===== src/rtl/ipc_pkg.sv =====
package ipc_pkg;
  // Index width that never collapses to zero bits.
  function automatic int idx_w(input int n);
    return (n > 1) ? $clog2(n) : 1;
  endfunction
endpackage


===== src/rtl/ipc_slot_timer.sv =====
module ipc_slot_timer #(
  parameter int TMR_W = 8
) (
  input  logic             clk,
  input  logic             rst,
  input  logic             touch,     // access aimed at this slot
  input  logic             open_new,  // that access opens a page
  input  logic             close,     // close request accepted for this slot
  input  logic [TMR_W-1:0] timeout,
  output logic             open_o,
  output logic             stale_o
);
  logic             open_q, stale_q;
  logic [TMR_W-1:0] cnt_q;
  logic             live_touch;

  assign live_touch = touch && (open_q || open_new);

  always_ff @(posedge clk) begin
    if (rst) begin
      open_q  <= 1'b0;
      stale_q <= 1'b0;
      cnt_q   <= '0;
    end else if (live_touch) begin
      open_q  <= 1'b1;
      stale_q <= 1'b0;
      cnt_q   <= timeout;
    end else if (close) begin
      open_q  <= 1'b0;
      stale_q <= 1'b0;
      cnt_q   <= '0;
    end else if (open_q && !stale_q && cnt_q != '0) begin
      cnt_q <= cnt_q - 1'b1;
      if (cnt_q == TMR_W'(1)) stale_q <= 1'b1;
    end
  end

  assign open_o  = open_q;
  assign stale_o = stale_q;

  a_r7_close_clears: assert property (@(posedge clk) disable iff (rst)
    (close && !touch) |=> (!open_q && !stale_q));
  a_r3_hit_on_closed_ignored: assert property (@(posedge clk) disable iff (rst)
    (touch && !open_new && !open_q && !close) |=> !open_q);
  a_r8_touch_revives: assert property (@(posedge clk) disable iff (rst)
    live_touch |=> !stale_q);
  a_r4_expiry_from_one: assert property (@(posedge clk) disable iff (rst)
    $rose(stale_q) |-> ($past(cnt_q) == TMR_W'(1)));
  a_r9_zero_never_stale: assert property (@(posedge clk) disable iff (rst)
    (live_touch && timeout == '0) |=> !stale_q);
  a_r7_stale_needs_open: assert property (@(posedge clk) disable iff (rst)
    stale_q |-> open_q);
endmodule


===== src/rtl/ipc_pick.sv =====
module ipc_pick #(
  parameter int N  = 8,
  parameter int IW = 3
) (
  input  logic [N-1:0]  vec,
  output logic          found,
  output logic [IW-1:0] idx
);
  // Lowest set bit wins; the scan runs downward so the last hit is the lowest.
  always_comb begin
    found = 1'b0;
    idx   = '0;
    for (int i = N - 1; i >= 0; i--) begin
      if (vec[i]) begin
        found = 1'b1;
        idx   = IW'(i);
      end
    end
  end
endmodule


===== src/rtl/idle_page_closer.sv =====
module idle_page_closer
  import ipc_pkg::*;
#(
  parameter int NUM_ROWS  = 2,
  parameter int NUM_BANKS = 4,
  parameter int TMR_W     = 8,
  localparam int ROW_W    = idx_w(NUM_ROWS),
  localparam int BANK_W   = idx_w(NUM_BANKS),
  localparam int SLOTS    = NUM_ROWS * NUM_BANKS
) (
  input  logic              clk,
  input  logic              rst,
  input  logic              acc_valid,
  input  logic [ROW_W-1:0]  acc_row,
  input  logic [BANK_W-1:0] acc_bank,
  input  logic              acc_open,
  input  logic              ctrl_idle,
  input  logic [TMR_W-1:0]  timeout,
  output logic              req_valid,
  input  logic              req_ready,
  output logic [ROW_W-1:0]  req_row,
  output logic [BANK_W-1:0] req_bank,
  output logic [SLOTS-1:0]  page_open
);
  localparam int SLOT_W = idx_w(SLOTS);

  logic [SLOT_W-1:0] acc_idx, pick_idx;
  logic [SLOTS-1:0]  stale_vec;
  logic              pick_found, accept;

  assign acc_idx = SLOT_W'(int'(acc_row) * NUM_BANKS + int'(acc_bank));

  for (genvar s = 0; s < SLOTS; s++) begin : g_slot
    ipc_slot_timer #(.TMR_W(TMR_W)) u_slot (
      .clk      (clk),
      .rst      (rst),
      .touch    (acc_valid && (int'(acc_idx) == s)),
      .open_new (acc_open),
      .close    (accept && (int'(pick_idx) == s)),
      .timeout  (timeout),
      .open_o   (page_open[s]),
      .stale_o  (stale_vec[s])
    );
  end

  ipc_pick #(.N(SLOTS), .IW(SLOT_W)) u_pick (
    .vec   (stale_vec),
    .found (pick_found),
    .idx   (pick_idx)
  );

  // Close work only borrows cycles the controller leaves unused.
  assign req_valid = ctrl_idle && !acc_valid && pick_found;
  assign accept    = req_valid && req_ready;
  assign req_row   = ROW_W'(int'(pick_idx) / NUM_BANKS);
  assign req_bank  = BANK_W'(int'(pick_idx) % NUM_BANKS);

  a_r5_busy_closes_nothing: assert property (@(posedge clk) disable iff (rst)
    !ctrl_idle |=> ((~page_open & $past(page_open)) == '0));
  a_r6_lowest_first: assert property (@(posedge clk) disable iff (rst)
    req_valid |-> ((stale_vec & ((SLOTS'(1) << pick_idx) - SLOTS'(1))) == '0));
  a_r7_accept_closes: assert property (@(posedge clk) disable iff (rst)
    accept |=> !page_open[$past(pick_idx)]);
endmodule


===== config.mk =====
export PLATFORM = sky130hd
export DESIGN_NAME = idle_page_closer
export DESIGN_NICKNAME = d
export VERILOG_FILES = /design/src/rtl/ipc_pkg.sv /design/src/rtl/ipc_slot_timer.sv /design/src/rtl/ipc_pick.sv /design/src/rtl/idle_page_closer.sv
export SDC_FILE = /design/constraint.sdc
export NUM_CORES = 1
export LEC_CHECK = 0
export BUFFER_PORTS_ARGS = -buffer_cell sky130_fd_sc_hd__buf_2
export CAP_MARGIN = 20
export CORE_MARGIN = 4
export CORE_UTILIZATION = 40
export DETAILED_ROUTE_END_ITERATION = 12
export PLACE_DENSITY = 0.54
export SETUP_SLACK_MARGIN = 0.02
export SLEW_MARGIN = 30
export SYNTH_ARGS = -nofsm -noshare
export SYNTH_HDL_FRONTEND = slang
export SYNTH_SLANG_ARGS = --single-unit

===== constraint.sdc =====
create_clock -name clk -period 3.4 [get_ports clk]
set_input_delay 0.17 -clock clk [delete_from_list [all_inputs] [get_ports clk]]
set_output_delay 0.17 -clock clk [all_outputs]
set_load 0.02 [all_outputs]

# --- Word-level counts from Yosys, hierarchy flattened ---
# Cells that the tools add are included.
word_totals:
  reg_bits: 80
  inputBits: 17
  elab_cells: 213
  out_inout_bits: 12
op_classes:
  eq_ne: 22
  n_addsub: 9
  muxes: 56
  n_reduce_logical: 102
ops:
  columns: ["op", "n"]
  rows:
  - ["8-bit two-way mux", 24]
  - ["8-bit by 1-bit == test with 1-bit output (second input constant)", 8]
  - ["8-bit nonzero test", 8]
  - ["8-bit by 1-bit subtractor with 8-bit output (second input constant)", 8]
  - ["1-bit logical AND", 43]
  - ["3-bit == test (second input constant)", 8]
  - ["1-bit two-way mux", 24]
  - ["3-bit two-way mux", 8]
  - ["3-bit nonzero test", 8]
  - ["3-bit OR reduction", 8]
  - ["2-bit AND reduction", 8]
  - ["2-bit nonzero test", 8]
  - ["3-bit by 2-bit == test with 1-bit output (second input constant)", 4]
  - ["1-bit logical NOT", 9]
  - ["1-bit logical OR", 8]
  - ["3-bit by 1-bit == test with 1-bit output (second input constant)", 2]
  - ["3-bit logical NOT", 2]
  - ["3-bit by 2-bit adder with 3-bit output", 1]

# --- Longest topological paths before layout ---
logic_depth:
  word_depth: 13
  mapped_depth: 8
  ltp_nobuf: 8

# --- Cells and area by module ---
# A second synthesis with hierarchy kept.
hier_totals:
  cells_unflattened: 641
  hier_area_um2: 5511.5
by_module_without_submodules:
  columns: ["module", "seq_area_each_um2", "area_each_um2", "instances", "cells_each"]
  rows:
  - ["ipc_slot_timer (g_slot[0].u_slot ...)", 200.2, 656.9, 6, 75]
  - ["ipc_slot_timer (g_slot[6].u_slot ...)", 200.2, 658.1, 2, 76]
  - ["idle_page_closer", 0.0, 173.9, 1, 26]
  - ["ipc_pick", 0.0, 80.1, 1, 13]

# --- Least setup slack after synthesis ---
# Ideal clock, no wire load.
synth_timing:
  kind: "reg2reg"
  startpoint: "register g_slot[3].u_slot.stale_q"
  endpoint: "register g_slot[5].u_slot.cnt_q[3]"
  n_path_buf: 1
  stages_incl_launch_ff: 8
  arrival_ns: 1.729
  setup_time_ns: 0.117
  slack_ns: 1.554
  required_time_ns: 3.283
  synth_period_minus_slack_ns: 1.846
  cell_sequence: "dfxtp_1 or4_4 nor2_1 o311a_1 or3_1 buf_2 a31oi_1 o22a_1"
synth_between:
  elab_chain_len: 9
  elab_cells_between_ends: 15
  classes_between: "eq/ne (1); mux (10); reduce/logical (4)"
synth_lines:
  columns: ["element", "line", "text"]
  rows:
  - ["from (decl)", "ipc_slot_timer.sv:13", "logic open_q, stale_q;"]
  - ["from (signal assigned)", "ipc_slot_timer.sv:22", "stale_q <= 1'b0;"]
  - ["from (signal assigned)", "ipc_slot_timer.sv:26", "stale_q <= 1'b0;"]
  - ["from (signal assigned)", "ipc_slot_timer.sv:30", "stale_q <= 1'b0;"]
  - ["branches (longest 6 deep; another with 3-bit two-way mux)", null, null]
  - ["1-bit logical AND (*)", "idle_page_closer.sv:39", ".close (accept && (int'(pick_idx) == s)),"]
  - ["8-bit two-way mux", "ipc_slot_timer.sv:28", "end else if (close) begin"]
  - ["8-bit two-way mux", "ipc_slot_timer.sv:24", "end else if (live_touch) begin"]
  - ["to (signal assigned)", "ipc_slot_timer.sv:27", "cnt_q <= timeout;"]
  - ["to (signal assigned)", "ipc_slot_timer.sv:33", "cnt_q <= cnt_q - 1'b1;"]
  - ["to (decl)", "ipc_slot_timer.sv:14", "logic [TMR_W-1:0] cnt_q;"]
# Every way passes the cells marked *.
# A chain may end at the register's enable or synchronous reset.

# --- Worst setup path after layout ---
layout_timing:
  startpoint: "register g_slot[1].u_slot.stale_q"
  endpoint: "register g_slot[5].u_slot.cnt_q[6]"
layout_between:
  elab_chain_len: 7
  elab_cells_between_ends: 11
  classes_between: "eq/ne (1); mux (6); reduce/logical (4)"
layout_lines:
  columns: ["element", "line"]
  rows:
  - ["from (decl)", "ipc_slot_timer.sv:13"]
  - ["from (signal assigned)", "ipc_slot_timer.sv:22"]
  - ["from (signal assigned)", "ipc_slot_timer.sv:26"]
  - ["from (signal assigned)", "ipc_slot_timer.sv:30"]
  - ["branches (longest 4 deep; another with 3-bit two-way mux)", null]
  - ["1-bit logical AND (*)", "idle_page_closer.sv:39"]
  - ["8-bit two-way mux", "ipc_slot_timer.sv:28"]
  - ["8-bit two-way mux", "ipc_slot_timer.sv:24"]
# Marked as above.

==> metrics.json <==
{
  "global_routing": {
    "grt_antenna_before_repair": 0,
    "grt_first_pass_wirelength_um": 22900,
    "grt_overflow": 0,
    "grt_max_degree": 35,
    "first_global_vias": 4347,
    "grtUsageTotal_pct": 20.5
  },
  "layout": {
    "final_nets": 676,
    "ratio_of_cells_with_drive_above_1_in_the_final_layout_pct": 10.2,
    "most-common-layout-cells": "dfxtp_1 (80), nor2_1 (70), a21oi_1 (57)",
    "antenna_diode_instance_count": 0,
    "synthToLayoutAreaGrowth_pct": 10.4,
    "mostFrequentLayoutCell": "dfxtp_1",
    "fin_area_um2": 5350
  },
  "clock_network": {
    "clk-insertion-delay-late_ns": 0.35,
    "postCtsSetupBuffers": 0,
    "cts_num_sinks": 80,
    "cts_inserted_buffers": 9,
    "cts_max_path_buffers": 2,
    "holdBufCountCts": 0,
    "clk_transition_reported_paths_ns": 0.06,
    "clock_tree_from_tritoncts": "built",
    "cts_max_level": 3,
    "cts-resized-gates": 0,
    "clock-root-buffer": "clkbuf_16"
  },
  "power": {
    "power.leakage_nw": 2.06,
    "total_power_mw": 2.18,
    "power.density_nw_per_um2": 407,
    "power.ir.vdd_worst_v": 0.000272
  },
  "die": {
    "top_level_ports": 29,
    "die_w_um": 118,
    "design.die.area_um2": 13900,
    "fp.dieH_um": 118,
    "design.core.area_um2": 11700,
    "floorplan.initialDensity_pct": 41.6,
    "rows": 39
  },
  "worst_setup_path": {
    "cp.required_ns": 3.64,
    "criticalPathCategory": "reg2reg",
    "origin_of_the_worst_setup_path": "g_slot[1].u_slot.stale_o",
    "worstPathArrival_ns": 2.35,
    "register_to_register_path_setup_slack_ns": 1.29,
    "critPathCaptureType": "flip-flop",
    "ff2ff_path_depth": 6,
    "cell_with_the_largest_stage_delay_on_the_worst_path": "or4_4",
    "worstSetupStartpointType": "flip-flop",
    "worst-path-max-fanout": 11,
    "timing.rr.end": "g_slot[5].u_slot.cnt_q[6]",
    "slowest_delay_ns": 0.55,
    "worstSetupEndpoint": "g_slot[5].u_slot.cnt_q[6]",
    "worstReg2RegStart": "g_slot[1].u_slot.stale_o",
    "crit_chain": "or4_4 -> nor2_1 -> o311a_1 -> or3_1 -> a31oi_1 -> o22a_1"
  },
  "detailed_routing": {
    "ant_nets": 0,
    "drt_first_pass_iters": 5,
    "drt_drc_violations_left": 0,
    "detail_route.wirelength_um": 14000,
    "wl_per_cell_um": 17.9,
    "dr_total_vias": 4582,
    "avgViaCountPerCell": 5.87,
    "number_of_drc_markers_after_the_initial_detailed_route_iteration": 349
  },
  "sta": {
    "fmax_ghz": 0.474,
    "worst_slew_pin_slew_ns": 0.824,
    "fin_crit_ns": 2.11,
    "report.final.hold_viol_count": 0,
    "grt_setup_unrepaired": "false",
    "slew_viol_final": 0,
    "setup_violations": 0,
    "post_route_skew_ns": 0.00558,
    "fin_setup_tns_ns": 0,
    "final_min_period_over_clock_period_pct": 62.0,
    "maxSlewHeadroom_pct": 44.3
  },
  "yosys": {
    "synth_nets": 660,
    "synth.distinct_cells": 68,
    "synth_async_sr_flop_share_pct": 0,
    "syn-mean-instance-area_um2": 7.83,
    "synthesis.yosys.warnings": 0,
    "yosys_register_bits": 80,
    "number_of_flops_mapped_to_enable_cells_by_yosys": 0,
    "postSynth.topFlopCell": "dfxtp_1",
    "yosysSeqAreaShare_pct": 33.0,
    "syn_area_um2": 4850,
    "synthCells": 619
  },
  "placement": {
    "routabilityCongestion": 0.856,
    "port_buffer_count": 28,
    "placement.cell_area_um2": 5070,
    "place.detailed.hpwl_um": 10200
  },
  "run_status": {
    "run_status": "complete, no violations"
  },
  "run": {
    "drv_cap": 0
  },
  "min_path": {
    "worstHoldPathType": "in2reg"
  }
}
[layout make-up]
cell class	count	area, µm²
repair buffers	32	170
fillers	1185	6310
well taps	143	179
clock buffers	14	274
inverters	29	109
multi-input cells	483	3020
flip-flops and latches	80	1600
[layer usage]
metal,part of all wire [%],up-vias,track usage (%)
met5,0,-,0
met4,1.9,0,7.03
met3,4.8,17,4.90
met2,45,101,31.8
met1,48,2192,27.9
li1,-,2272,-
[cell usage after synthesis, drive strengths merged, types with 12 or more instances]
| master | number | area, µm² |
|---|---|---|
| dfxtp | 80 | 1600 |
| nor2 | 70 | 263 |
| a21oi | 58 | 294 |
| nand2 | 53 | 199 |
| nor3 | 35 | 175 |
| inv | 29 | 109 |
| o22ai | 25 | 156 |
| ha | 24 | 300 |
| nand2b | 19 | 119 |
| nand3 | 18 | 90.1 |
| xnor2 | 16 | 140 |
| clkbuf | 15 | 56.3 |
| xor2 | 14 | 123 |
| buf | 12 | 77.6 |
[how the worst min path moves through the flow]
stage,start,to,slack [ns],cells after the start
after floorplan,timeout[2],g_slot[6].u_slot.cnt_q[2],0.31,2
after global placement,timeout[0],g_slot[0].u_slot.cnt_q[0],0.46,3
after detailed placement,timeout[0],g_slot[0].u_slot.cnt_q[0],0.46,3
after CTS,timeout[0],g_slot[0].u_slot.cnt_q[0],0.10,3
after global routing,timeout[0],g_slot[0].u_slot.cnt_q[0],0.12,3
final,timeout[0],g_slot[0].u_slot.cnt_q[0],0.10,3
[critical path: cells and delay by family, from the launching register on]
kind	cells	cell delay [ns]
simple gates	3	1.03
flops	1	0.41
compound gates	3	0.57
[per-stage QoR]
step | utilization [%] | hold slack, ns | worst slack [ns] | std cells
2_1_floorplan | - | 0.306 | 1.55 | 619
3_3_place_gp | 43.5 | 0.462 | 1.34 | 767
3_5_place_dp | 43.5 | 0.464 | 1.32 | 767
4_1_cts | 45.8 | 0.102 | 1.31 | 781
5_1_grt | 45.9 | 0.123 | 1.09 | 781
6_report | 45.9 | 0.104 | 1.29 | 781
[flip-flops by register name (all words and copies together), names as in the netlist]
| signal | count |
|---|---|
| g_slot.u_slot.cnt_q | 64 |
| g_slot.u_slot.open_o | 8 |
| g_slot.u_slot.stale_o | 8 |
[report_power, final]
part / internal [mW] / total [mW] / switching (mW)
Combinational: 0.0976 / 0.263 / 0.166
Sequential: 0.960 / 0.984 / 0.0236
Clock: 0.547 / 0.934 / 0.386
[kinds of logic after synthesis]
group / after synthesis / synth area share, %
AOI/OAI and AO/OA: 166 / 22.5
buffers and inverters: 56 / 5.01
muxes: 3 / 0.620
xor gates and xnor gates: 30 / 5.42
adders and majority gates: 24 / 6.20
and+or+nand+nor: 260 / 27.2
DFF: 80 / 33.0
No activity file was read; power rests on OpenSTA's default activity.
